<file path="src/rtl/keyacl_pkg.sv">
package keyacl_pkg;
  localparam int ACL_W = 5;
  localparam logic [ACL_W-1:0] ACL_RESET = 5'h1F;
  localparam logic [ACL_W-1:0] ACL_LOAD_SEC = 5'h13;
  localparam logic [ACL_W-1:0] ACL_LOAD_NSEC = 5'h1F;

  // bit positions
  localparam int B_SKEY = 0;
  localparam int B_SRD = 1;
  localparam int B_KEY = 2;
  localparam int B_RD = 3;
  localparam int B_WR = 4;

  typedef enum logic [2:0] {
    OP_QUERY = 3'd0,
    OP_LOAD = 3'd1,
    OP_SPILL = 3'd2,
    OP_SECRET = 3'd3,
    OP_WRITE = 3'd4,
    OP_USE = 3'd5
  } opKind_e;

  typedef enum logic [1:0] {
    UPD_KEEP = 2'd0,
    UPD_DEFAULT = 2'd1,
    UPD_MERGE = 2'd2,
    UPD_FORCE = 2'd3
  } updMode_e;

  typedef struct packed {
    logic fire;
    logic apply;
    updMode_e mode;
  } ctrlStrobe_t;

  // Apply the forcing chain: secure bits dominate the non-secure ones.
  function automatic logic [ACL_W-1:0] aclCouple(input logic [ACL_W-1:0] w);
    logic sRd, sKey, rd, key;
    sRd = w[B_SRD];
    sKey = w[B_SKEY] | sRd;
    rd = w[B_RD] & sRd;
    key = (w[B_KEY] | rd) & sKey;
    return {w[B_WR], rd, key, sRd, sKey};
  endfunction
endpackage

</file>
<file path="src/rtl/keyacl_ctrl.sv">
module keyacl_ctrl
  import keyacl_pkg::*;
#(
  parameter int IDX_W = 3
) (
  input  logic             clk,
  input  logic             rstN,
  input  logic             reqValid,
  input  logic [2:0]       reqOp,
  input  logic [IDX_W-1:0] reqIdx,
  input  logic             secureMode,
  input  logic [ACL_W-1:0] curAcl,
  output ctrlStrobe_t      strobe,
  output logic             respValid,
  output logic             respAllow,
  output logic             errSticky,
  output logic [IDX_W-1:0] errIdx
);
  logic allow;
  updMode_e mode;
  logic modifies;

  always_comb begin
    allow = 1'b1;
    mode = UPD_KEEP;
    modifies = 1'b0;
    case (reqOp)
      OP_LOAD: begin
        allow = secureMode | curAcl[B_WR];
        mode = UPD_DEFAULT;
        modifies = 1'b1;
      end
      OP_SPILL: allow = secureMode ? curAcl[B_SRD] : curAcl[B_RD];
      OP_SECRET: begin
        mode = UPD_FORCE;
        modifies = 1'b1;
      end
      OP_WRITE: begin
        mode = UPD_MERGE;
        modifies = 1'b1;
      end
      OP_USE: allow = secureMode ? curAcl[B_SKEY] : curAcl[B_KEY];
      default: allow = 1'b1;
    endcase
  end

  always_comb begin
    strobe.fire = reqValid;
    strobe.apply = reqValid & allow & modifies;
    strobe.mode = mode;
  end

  always_ff @(posedge clk or negedge rstN) begin
    if (!rstN) begin
      respValid <= 1'b0;
      respAllow <= 1'b0;
      errSticky <= 1'b0;
      errIdx <= '0;
    end else begin
      respValid <= reqValid;
      if (reqValid) respAllow <= allow;
      if (reqValid && !allow) begin
        errSticky <= 1'b1;
        errIdx <= reqIdx;
      end
    end
  end
endmodule

</file>
<file path="src/rtl/keyacl_store.sv">
module keyacl_store
  import keyacl_pkg::*;
#(
  parameter int NUM_KEYS = 8,
  parameter int IDX_W = 3
) (
  input  logic             clk,
  input  logic             rstN,
  input  logic [IDX_W-1:0] reqIdx,
  input  logic             secureMode,
  input  logic [ACL_W-1:0] reqAcl,
  input  ctrlStrobe_t      strobe,
  output logic [ACL_W-1:0] curAcl,
  output logic [ACL_W-1:0] respAcl
);
  logic [ACL_W-1:0] aclMem [NUM_KEYS];
  logic [ACL_W-1:0] nextAcl;

  always_comb begin
    curAcl = ACL_RESET;
    for (int k = 0; k < NUM_KEYS; k++)
      if (reqIdx == IDX_W'(k)) curAcl = aclMem[k];
  end

  always_comb begin
    case (strobe.mode)
      UPD_DEFAULT: nextAcl = secureMode ? ACL_LOAD_SEC : ACL_LOAD_NSEC;
      UPD_MERGE: nextAcl = aclCouple({reqAcl[ACL_W-1:B_KEY],
                                      reqAcl[B_SRD] & curAcl[B_SRD],
                                      reqAcl[B_SKEY] & curAcl[B_SKEY]});
      UPD_FORCE: nextAcl = aclCouple(reqAcl);
      default: nextAcl = curAcl;
    endcase
  end

  for (genvar g = 0; g < NUM_KEYS; g++) begin : g_reg
    always_ff @(posedge clk or negedge rstN) begin
      if (!rstN) aclMem[g] <= ACL_RESET;
      else if (strobe.apply && reqIdx == IDX_W'(g)) aclMem[g] <= nextAcl;
    end
  end

  always_ff @(posedge clk or negedge rstN) begin
    if (!rstN) respAcl <= ACL_RESET;
    else if (strobe.fire) respAcl <= strobe.apply ? nextAcl : curAcl;
  end
endmodule

</file>
<file path="src/rtl/keyacl_tracker.sv">
module keyacl_tracker
  import keyacl_pkg::*;
#(
  parameter int NUM_KEYS = 8,
  localparam int IDX_W = (NUM_KEYS > 1) ? $clog2(NUM_KEYS) : 1
) (
  input  logic             clk,
  input  logic             rstN,
  input  logic             reqValid,
  input  logic [2:0]       reqOp,
  input  logic [IDX_W-1:0] reqIdx,
  input  logic             secureMode,
  input  logic [4:0]       reqAcl,
  output logic             respValid,
  output logic             respAllow,
  output logic [4:0]       respAcl,
  output logic             errSticky,
  output logic [IDX_W-1:0] errIdx
);
  ctrlStrobe_t strobe;
  logic [ACL_W-1:0] curAcl;

  keyacl_ctrl #(.IDX_W(IDX_W)) u_ctrl (
    .clk(clk), .rstN(rstN), .reqValid(reqValid), .reqOp(reqOp),
    .reqIdx(reqIdx), .secureMode(secureMode), .curAcl(curAcl),
    .strobe(strobe), .respValid(respValid), .respAllow(respAllow),
    .errSticky(errSticky), .errIdx(errIdx)
  );

  keyacl_store #(.NUM_KEYS(NUM_KEYS), .IDX_W(IDX_W)) u_store (
    .clk(clk), .rstN(rstN), .reqIdx(reqIdx), .secureMode(secureMode),
    .reqAcl(reqAcl), .strobe(strobe), .curAcl(curAcl), .respAcl(respAcl)
  );
endmodule

</file>
<file path="config.mk">
export PLATFORM = sky130hd
export DESIGN_NAME = keyacl_tracker
export DESIGN_NICKNAME = d
export VERILOG_FILES = /design/src/rtl/keyacl_pkg.sv /design/src/rtl/keyacl_ctrl.sv /design/src/rtl/keyacl_store.sv /design/src/rtl/keyacl_tracker.sv
export SDC_FILE = /design/constraint.sdc
export NUM_CORES = 1
export LEC_CHECK = 0
export BUFFER_PORTS_ARGS = -buffer_cell sky130_fd_sc_hd__buf_2
export CAP_MARGIN = 20
export CORE_MARGIN = 1.5
export CORE_UTILIZATION = 45
export CTS_BUF_LIST = sky130_fd_sc_hd__clkbuf_8
export DETAILED_ROUTE_END_ITERATION = 7
export PLACE_DENSITY = 0.62
export SLEW_MARGIN = 30
export SYNTH_ARGS = -nofsm -noshare
export SYNTH_HDL_FRONTEND = slang
export SYNTH_HIERARCHICAL = 1
export SYNTH_SLANG_ARGS = --single-unit
</file>
<file path="constraint.sdc">
create_clock -name clk -period 7.3 [get_ports clk]
set_input_delay 1.46 -clock clk [delete_from_list [all_inputs] [get_ports clk]]
set_output_delay 1.46 -clock clk [all_outputs]
set_load 0.05 [all_outputs]
</file>
==> results of run 1 <==
[registers in the layout (all words and copies together), names as in the netlist]
register / flops
u_ctrl/respValid: 1
u_ctrl/errSticky: 1
u_ctrl/errIdx: 3
u_store/aclMem: 40
u_store/respAcl: 5
u_ctrl/respAllow: 1
[cell families (layout without fill, tap and decap cells)]
family,Yosys count,in the layout,share of synthesized area
muxes,18,18,0.09330
DFF,51,51,0.4823
buffers and inverters,21,45,0.03759
and+or+nand+nor,95,95,0.1626
AOI/OAI and AO/OA,82,82,0.2242
[worst max-delay path, stage by stage]
cell,delay [ps]
buf_2,420
mux2i_1,180
a221oi_2,430
a31oi_2,140
nor2_1,130
mux2i_1,80
o22ai_1,180
a21oi_1,60
nor2_1,450
inv_1,220
nor2_1,270
nand3_1,310
o21ai_0,270
[power by group]
part           switching [W]  internal, W  total (W)
sequential         0.0000350     0.000383   0.000418
clock              0.0000951    0.0000672   0.000162
combinational       0.000146    0.0000831   0.000229
total               0.000276     0.000534   0.000810
[layer usage]
metal	vias to the layer above	global-route usage	part of all wire
met5	-	0	0
met4	0	0.07586	0.0076
met3	4	0.04045	0.042
met2	42	0.3496	0.49
met1	994	0.2856	0.46
li1	999	-	-
[final timing paths]
kind,end,cells past startpoint
setup / recovery,u_store/aclMem[21],13
hold / removal,u_store/aclMem[38],2
setup reg to reg,u_store/aclMem[21],12
hold reg to reg,u_store/aclMem[38],2
max in group asynchronous,u_store/aclMem[27],1
min in group asynchronous,u_ctrl/errIdx[0],1
[through the flow]
| step | setup WS, ps | hold WS [ps] | cells | utilization | total power [W] |
|---|---|---|---|---|---|
| after detailed placement | 2642 | 454.9 | 358 | 0.4941 | 0.0006531 |
| after global placement | 2721 | 444.5 | 358 | 0.4937 | 0.0006481 |
| after floorplan | 3616 | 442.9 | 267 | - | 0.0005890 |
| after CTS | 2973 | 469.3 | 366 | 0.5089 | 0.0008187 |
| after global routing | 2595 | 492.5 | 366 | 0.5089 | 0.0008605 |
| final | 2915 | 465.9 | 366 | 0.5089 | 0.0008100 |
[layout make-up]
cell class,instances,area share
clock inverters,3,0.006229
flip-flops and latches,51,0.4423
repair buffers,25,0.04236
clock buffers,5,0.02284
multi-input cells,195,0.4402
well taps,75,0.03115
inverters,12,0.01495
[synth_stat cells, drive strengths merged]
cell type   n
a211o       1
a211oi      1
a21o        1
a21oi       4
a221oi      1
a31oi       4
a32oi       1
a41oi       1
and2        1
and2b       2
and4        1
buf         7
clkbuf      2
dfrtp       6
dfstp      45
inv        12
mux2        3
mux2i      11
mux4        4
nand2      52
nand2b      2
nand3       8
nand3b      2
nand4       1
nor2       13
nor2b       5
nor3        1
nor3b       3
o211ai      1
o21a        1
o21ai      51
o221ai      4
o22a        2
o22ai       2
o311ai      1
o31a        2
o31ai       2
o32a        1
o32ai       1
or2         1
or2b        1
or3b        2
==> results.md, run 1 <==
* Hold Path Origin: u_store/aclMem[38]
* PortBufs at 25
* Leakage at 1.198 nW
* Initial Util at 0.4666
* Commonest non-fill, non-tap cell in the layout: nand2_1
* CTS buffer count at 5
* 1st-iter DRT viols at 93
* Hold Path Class: register to register
* Post-DP HPWL at 4.548 mm
* Synth top area share at 0.4280
* Min Tclk post-route at 4385 ps
* Nets at 305
* Total congestion overflow at 0
* Synth area leaders: dfstp_2 (43%), nand2_1 (7.1%), dfrtp_1 (5.4%)
* CP Launch Type: primary input
* Endpoints failing setup at 0
* Unique masters post-synth at between 50 and 60
* Hold Vio Cnt, Final at 0
* CTS Root Cell: clkbuf_8
* Worst Setup SP: reqIdx[1]
* Clk buf depth at 2
* Period utilization at 0.6007
* Syn_area_per_cell at slightly above 10 sq um
* Maximum level of the CTS H-tree at 2
* Worst VDD drop at 132.8 uV
* Placed Area at 2925 sq um
* Seq/Total Area, Yosys at 0.4823
* RSZ-0062 raised after global routing: no
* Drt first pass iters at 4
* Sink count of the clock tree at 51
* Vias per inst at between 5 and 6
* Worst-path fanout max at 24
* Most frequent cells in the layout: nand2_1 (52), dfstp_2 (45), o21ai_1 (26), buf_2 (24), o21ai_0 (23)
* Post-cts resize count at 0
* CORE AREA at 5921 sq um
* Area of the multi-input gates at roughly 1300 sq um
* Reg clk slew, reported paths at around 90 ps
* Initial antenna violation count at 0
* Total Wirelength at 6.349 mm
* Reg-to-reg slack, setup at 4050 ps
* Largest net degree at the start of global routing at 52
* Wire length per cell at 17.35 um
* Slew @ Worst Pin at 714.1 ps
* Vias in the first global route at 2085
* Area taken by flip-flops and latches at 1333 sq um
* YS warnings at 6
* Antenna viol nets, final at 0
* Syn_nets at 282
* Placer congestion estimate at between 0.8 and 0.9
* Setup Total Neg Slack at 0 ps
* Status: complete, no violations
* Reg2reg start: u_store/aclMem[6]
* Worst Path Required at 7520 ps
* CTS Hold Bufs at 0
* Clk Latency, worst-skew pair at 300 ps
* Chip width at 81.36 um
* Leading area contributor after synthesis: dfstp_2
* Die height at 81.36 um
* Layout cell share with drive strength beyond 1 at 0.3746
* Crit path DAT at 4610 ps
* Global Route Usage Sum at 0.2149
* Rel. slew slack at 0.5230
* # rows at 28
* Synth Instances at roughly 270
* Layout area overhead at 9.058%
* Slew Limit Fails at 0
* Setup Crit Path Kind: primary input to register
* Vias at between 2000 and 2500
* Post-CTS Setup Repair Bufs at 0
* First-pass GRT wire length at between 10 and 15 mm
* Die Area at 6619 sq um
* Power per cell area at 268.8 nW/um^2
* Yosys reg bits at just over 50
* Number of fillers in the final layout at roughly 550
* Max_cap viols at 0
* Crit end category: register
* CTS tree: done
* Achievable Freq at 228.0 MHz
* Area of the mapped netlist at 2763 sq um
* Final Skew at approximately 7.0 ps
* Top-level I/O count at 26
* Fin area at 3013 sq um
* DRC viols at 0
* Diodes inserted at 0
No activity file was read; power rests on OpenSTA's default activity.
==> run 2: changes to the inputs <==
Settings changed: PLACE_DENSITY 0.62 to 0.65.
Clock period 7.3 ns to 3.9 ns, I/O delays scaled along.
==> run 2 against run 1 <==
Sequential cell count stayed put. Non-clock buffer count is 1 higher. Global-route usage is 0.094 points lower. Power is 100% higher. First-iteration DRC count is 38% higher. Utilization is 0.89 points higher. Sequential share of layout area is 0.76 points lower. Hold slack better by 1.3 ps. Combinational power is 88% higher. Critical path depth stayed put. Largest cell class unchanged. Largest power group unchanged.
==> results.md, run 2 (synthesized netlist as in run 1, its figures left out) <==
* Hold Vio Cnt, Final at 0 (unchanged)
* Rel. slew slack at 0.5292 (+0.006218)
* Worst Path Required at 4130 ps (-3390 ps)
* Worst-path fanout max at 24 (unchanged)
* Final Hold Slack at 467.2 ps (+1.282 ps)
* Placed Cells at 359 (+0.28%)
* Reg-to-reg slack, setup at 1090 ps (-2960 ps)
* Placer congestion estimate at 0.8853 (-1.2%)
* Setup Crit Path Kind: primary input to register
* Reg clk slew, reported paths at 90 ps (about the same)
* Die Area at 6619 sq um (unchanged)
* Slew Limit Fails at 0 (unchanged)
* Chip width at 81.36 um (unchanged)
* Non-filler cells, final at 367 (+0.27%)
* Layout Utilization at 0.5178 (+0.008875)
* Initial Util at 0.4666 (unchanged)
* FF-to-FF End: u_store/aclMem[21]
* Placed Area at 2933 sq um (+0.26%)
* Min Tclk post-route at around 3300 ps
* Fin area at 3065 sq um (+1.7%)
* Worst path slowest cell: buf_2
* Area of the multi-input gates at 1326 sq um (unchanged)
* 1st-iter DRT viols at 128 (+38%)
* Final Skew at 4.850 ps (-2.131 ps)
* Post-cts resize count at 0 (unchanged)
* Vias per inst at 5.684 (+2.0%)
* Commonest non-fill, non-tap cell in the layout: nand2_1
* Crit end category: register
* Total Wirelength at 6.422 mm (+1.1%)
* Sink count of the clock tree at 51 (unchanged)
* CP peak stage delay at 420 ps (-30 ps)
* DRC viols at 0 (unchanged)
* Largest Register: u_store/aclMem
* Initial antenna violation count at 0 (unchanged)
* Slew @ Worst Pin at 704.7 ps (-9.309 ps)
* Nets at 306 (+0.33%)
* Area taken by flip-flops and latches at 1333 sq um (unchanged)
* Max_cap viols at 0 (unchanged)
* Diodes inserted at 0 (unchanged)
* Crit path cell chain: buf_2 -> nor2b_1 -> a32oi_1 -> a31oi_2 -> inv_1 -> mux2i_1 -> o22ai_1 -> a21oi_1 -> nor2_1 -> inv_1 -> nor2_1 -> nand3_1 -> o21ai_0
* CP Launch Type: primary input
* Status: complete, no violations
* Maximum level of the CTS H-tree at 2 (unchanged)
* Number of fillers in the final layout at 550 (+0.18%)
* Clk buf depth at 2 (unchanged)
* Global Route Usage Sum at 0.2140 (-0.0009354)
* Total congestion overflow at 0 (unchanged)
* Die height at 81.36 um (unchanged)
* CTS buffer count at 5 (unchanged)
* Post-CTS Setup Repair Bufs at 0 (unchanged)
* PortBufs at 25 (unchanged)
* Biggest regs: u_store/aclMem (40), u_store/respAcl (5), u_ctrl/errIdx (3)
* First-pass GRT wire length at 10.32 mm (-1.6%)
* Vias in the first global route at 1959 (-6.0%)
* CTS tree: done
* FF-to-FF path depth at 12 (unchanged)
* Layout area overhead at 10.96%
* Achievable Freq at ~300 MHz
* Crit path DAT at 3520 ps (-1090 ps)
* Wire length per cell at 17.50 um (+0.87%)
* Largest register FFs at 40 (unchanged)
* CTS Root Cell: clkbuf_8
* Hold Path Class: primary input to async pin
* Worst VDD drop at 277.4 uV (+110%)
* # rows at 28 (unchanged)
* Drt first pass iters at 4 (unchanged)
* Vias at 2086 (+2.3%)
* CTS Hold Bufs at 0 (unchanged)
* Endpoints failing setup at 0 (unchanged)
* Period utilization at 0.8442
* Largest net degree at the start of global routing at 52 (unchanged)
* Antenna viol nets, final at 0 (unchanged)
* RSZ-0062 raised after global routing: no
* Setup Total Neg Slack at 0 ps (unchanged)
* Clk Latency, worst-skew pair at 310 ps (about the same)
* Power per cell area at 536.2 nW/um^2 (+99%)
* Reg2reg start: u_store/aclMem[26]
* Layout cell share with drive strength beyond 1 at 0.3733 (-0.001283)
* CORE AREA at 5921 sq um (unchanged)
* Most frequent cells in the layout: nand2_1 (52), dfstp_2 (45), o21ai_1 (26), buf_2 (24), o21ai_0 (23)
* Leakage at 1.229 nW (+2.5%)
* Post-DP HPWL at 4.568 mm (+0.45%)
* Top-level I/O count at 26 (unchanged)
[run 2: final cells by class]
cell class / count / area share
clock inverters: 3 / 0.02082
repair buffers: 26 / 0.04408
well taps: 75 / 0.03061
multi-input cells: 195 / 0.4327
flip-flops and latches: 51 / 0.4347
clock buffers: 5 / 0.02245
inverters: 12 / 0.01469
[run 2: worst max-delay path: cells and delay by family]
family / cells / cell delay (ps)
AO/OA/AOI/OAI: 5 / 1060
AND/OR/NAND/NOR: 4 / 910
buffers and inverters: 3 / 680
multiplexers: 1 / 70
[run 2: report_power, final]
part | switching [W] | internal, W
Sequential | 0.0000667 | 0.000718
Clock | 0.000175 | 0.000254
Combinational | 0.000274 | 0.000156
[run 2: worst max-delay path by stage]
stage,end,start,slack [ps],cells past startpoint
finish,u_store/aclMem[21],reqIdx[1],610,13
global route,u_store/aclMem[21],reqIdx[1],240,13
CTS,u_store/aclMem[21],reqIdx[1],610,13
detailed placement,u_store/aclMem[21],reqIdx[1],280,13
global placement,u_store/aclMem[24],reqIdx[1],400,13
floorplan,u_store/aclMem[24],reqIdx[0],900,15
[run 2: stage by stage]
stage	power (W)	setup slack (ps)
6_report	0.001644	607.6
3_3_place_gp	0.001215	402.0
3_5_place_dp	0.001227	277.3
4_1_cts	0.001662	614.1
5_1_grt	0.001733	243.8
2_1_floorplan	0.001102	896.2
[run 2: metal layers]
| layer | part of all wire | GRT usage |
|---|---|---|
| met5 | 0 | 0 |
| met1 | 0.46 | 0.3009 |
| met3 | 0.056 | 0.04045 |
| met2 | 0.46 | 0.3240 |
| met4 | 0.017 | 0.08448 |
==> run 3: changes to the inputs <==
Settings changed: PLACE_DENSITY 0.65 to 0.62.
Clock period 3.9 ns to 3.09 ns, I/O delays scaled along.
==> run 3 against run 2 <==
Wire length is 4.1% higher. Via count increased by 1.9%. Non-clock buffer count is 19 higher. Critical path depth unchanged. Hold slack got worse by 66 ps. Setup slack lost 310 ps. Utilization grew 2.5 points. First-iteration DRC count grew 30%. Critical path type unchanged. Clock skew shrank 1.4 ps. Design area up 4.9%. Highest routed layer unchanged. Largest cell class unchanged.
==> results.md, run 3 (synthesized netlist as in run 1, its figures left out) <==
* Status: complete, no violations
* Period utilization at 0.9025
* Layout cell share with drive strength beyond 1 at 0.4129 (+0.03962)
* Clk buf depth at 2 (unchanged)
* Post-DP HPWL at 4.918 mm (+7.7%)
* Layout Utilization at 0.5431 (+0.02536)
* Highest routed layer: met4
* Achievable Freq at 358.6 MHz
* Crit path DAT at 3000 ps (-520 ps)
* Top-level I/O count at 26 (unchanged)
* Slew @ Worst Pin at 807.6 ps (+102.9 ps)
* DRC viols at 0 (unchanged)
* Wire length per cell at 17.36 um (-0.80%)
* Total congestion overflow at 0 (unchanged)
* Endpoints failing setup at 0 (unchanged)
* Worst Path Required at 3310 ps (-820 ps)
* Leakage at 1.319 nW (+7.4%)
* Largest net degree at the start of global routing at 37 (-29%)
* CTS Hold Bufs at 0 (unchanged)
* Largest register FFs at 40 (unchanged)
* Vias in the first global route at 2100 (+7.2%)
* Layout area overhead at 16.39%
* Post-cts resize count at 0 (unchanged)
* Global Route Usage Sum at 0.2208 (+0.006839)
* Hold Path Class: primary input to async pin
* Dpl ws at -13.17 ps (-290.4 ps)
* Worst-path fanout max at 11 (-54%)
* Nets at 325 (+6.2%)
* CTS buffer count at 5 (unchanged)
* Final Hold Slack at 401.2 ps (-66.04 ps)
* CTS Root Cell: clkbuf_8
* Met1 WL at 3.168 mm (+6.1%)
* First-pass GRT wire length at 10.85 mm (+5.1%)
* Initial Util at 0.4666 (unchanged)
* CP Launch Type: primary input
* Reg clk slew, reported paths at 90 ps (about the same)
* Worst VDD drop at 306.7 uV (+11%)
* Drt first pass iters at 4 (unchanged)
* Clk Latency, worst-skew pair at 290 ps (-20 ps)
* Final Skew at 3.467 ps (-1.383 ps)
* Rel. slew slack at 0.4616 (-0.06763)
* Min Tclk post-route at 2789 ps
* Power per cell area at 628.5 nW/um^2 (+17%)
* Fin area at 3216 sq um (+4.9%)
* Die Area at 6619 sq um (unchanged)
* Hold Vio Cnt, Final at 0 (unchanged)
* Chip width at 81.36 um (unchanged)
* Metal3 WL at 266 um (-25%)
* PortBufs at 25 (unchanged)
* Max_cap viols at 0 (unchanged)
* Placer congestion estimate at 0.8897 (+0.50%)
* 1st-iter DRT viols at 167 (+30%)
* Antenna viol nets, final at 0 (unchanged)
* Placed Area at 3110 sq um (+6.1%)
* Setup Total Neg Slack at 0 ps (unchanged)
* CORE AREA at 5921 sq um (unchanged)
* Post-CTS Setup Repair Bufs at 0 (unchanged)
* CTS tree: done
* Setup Crit Path Kind: primary input to register
* Number of fillers in the final layout at 547 (-0.55%)
* Most frequent cells in the layout: nand2_1 (52), dfstp_2 (45), o21ai_1 (26), buf_2 (25), o21ai_0 (23)
* Die height at 81.36 um (unchanged)
* Maximum level of the CTS H-tree at 2 (unchanged)
* Commonest non-fill, non-tap cell in the layout: nand2_1
* Met2 routed WL at 3.201 mm (+7.8%)
* Initial antenna violation count at 0 (unchanged)
* Crit end category: register
* Sink count of the clock tree at 51 (unchanged)
* # rows at 28 (unchanged)
* Worst setup margin at 301.2 ps (-306.4 ps)
* RSZ-0062 raised after global routing: no
* Diodes inserted at 0 (unchanged)
* Biggest regs: u_store/aclMem (40), u_store/respAcl (5), u_ctrl/errIdx (3)
* Total Wirelength at 6.683 mm (+4.1%)
* Slew Limit Fails at 0 (unchanged)
* Largest Register: u_store/aclMem
* Vias per inst at 5.519 (-2.9%)
* Vias at 2125 (+1.9%)
[run 3: cell count changes in the layout (fill, tap and decap cells not counted), sizes merged]
cell / previous run / this run
bufinv: 2 / 1
buf: 26 / 45
[run 3: routing by layer]
metal / track usage / vias up
li1: - / 1038
met1: 0.3011 / 1042
met2: 0.3686 / 41
met3: 0.03371 / 4
met4: 0.05172 / 0
met5: 0 / -
[run 3: worst paths after layout]
check | startpoint | endpoint | slack [ps] | cells past startpoint
min in group clk | u_ctrl/errSticky | u_ctrl/errSticky | 460 | 1
worst min register to register | u_ctrl/errSticky | u_ctrl/errSticky | 460 | 1
worst max-delay path | reqIdx[1] | u_store/aclMem[20] | 300 | 13
max in group asynchronous | rstN | u_store/aclMem[4] | 1890 | 2
worst min-delay path | rstN | u_ctrl/errSticky | 400 | 1
worst max register to register | u_store/aclMem[6] | u_store/aclMem[20] | 400 | 12
[run 3: stage by stage]
step / std cells / total power (W)
after floorplan: 267 / 0.001391
after global placement: 378 / 0.001565
after detailed placement: 378 / 0.001581
after CTS: 385 / 0.002038
after global routing: 385 / 0.002137
final: 385 / 0.002021
[run 3: report_power, final]
part / leakage, nW / internal, W / switching (W)
Combinational: 0.730 / 0.000220 / 0.000357
Clock: 0.0545 / 0.000238 / 0.000217
Sequential: 0.535 / 0.000906 / 0.0000841
[run 3: worst max-delay path, stage by stage]
cell and delay, ps:
buf_2 250, mux2i_1 170, a221oi_2 390, a31oi_2 80, nor2_1 130, mux2i_1 90, o22ai_1 190, a21oi_1 60
nor2_1 140, inv_1 70, nor2_1 230, nand3_1 310, o21ai_1 260
[run 3: layout make-up]
cell class	instances	area [sq um]	share of cell area
clock buffer	5	68.82	0.02140
clock inverter	2	36.28	0.01128
inverter	12	45.04	0.01401
multi-input combinational	195	1326	0.4125
sequential	51	1333	0.4144
tap	75	93.84	0.02918
timing repair buffer	45	312.8	0.09728
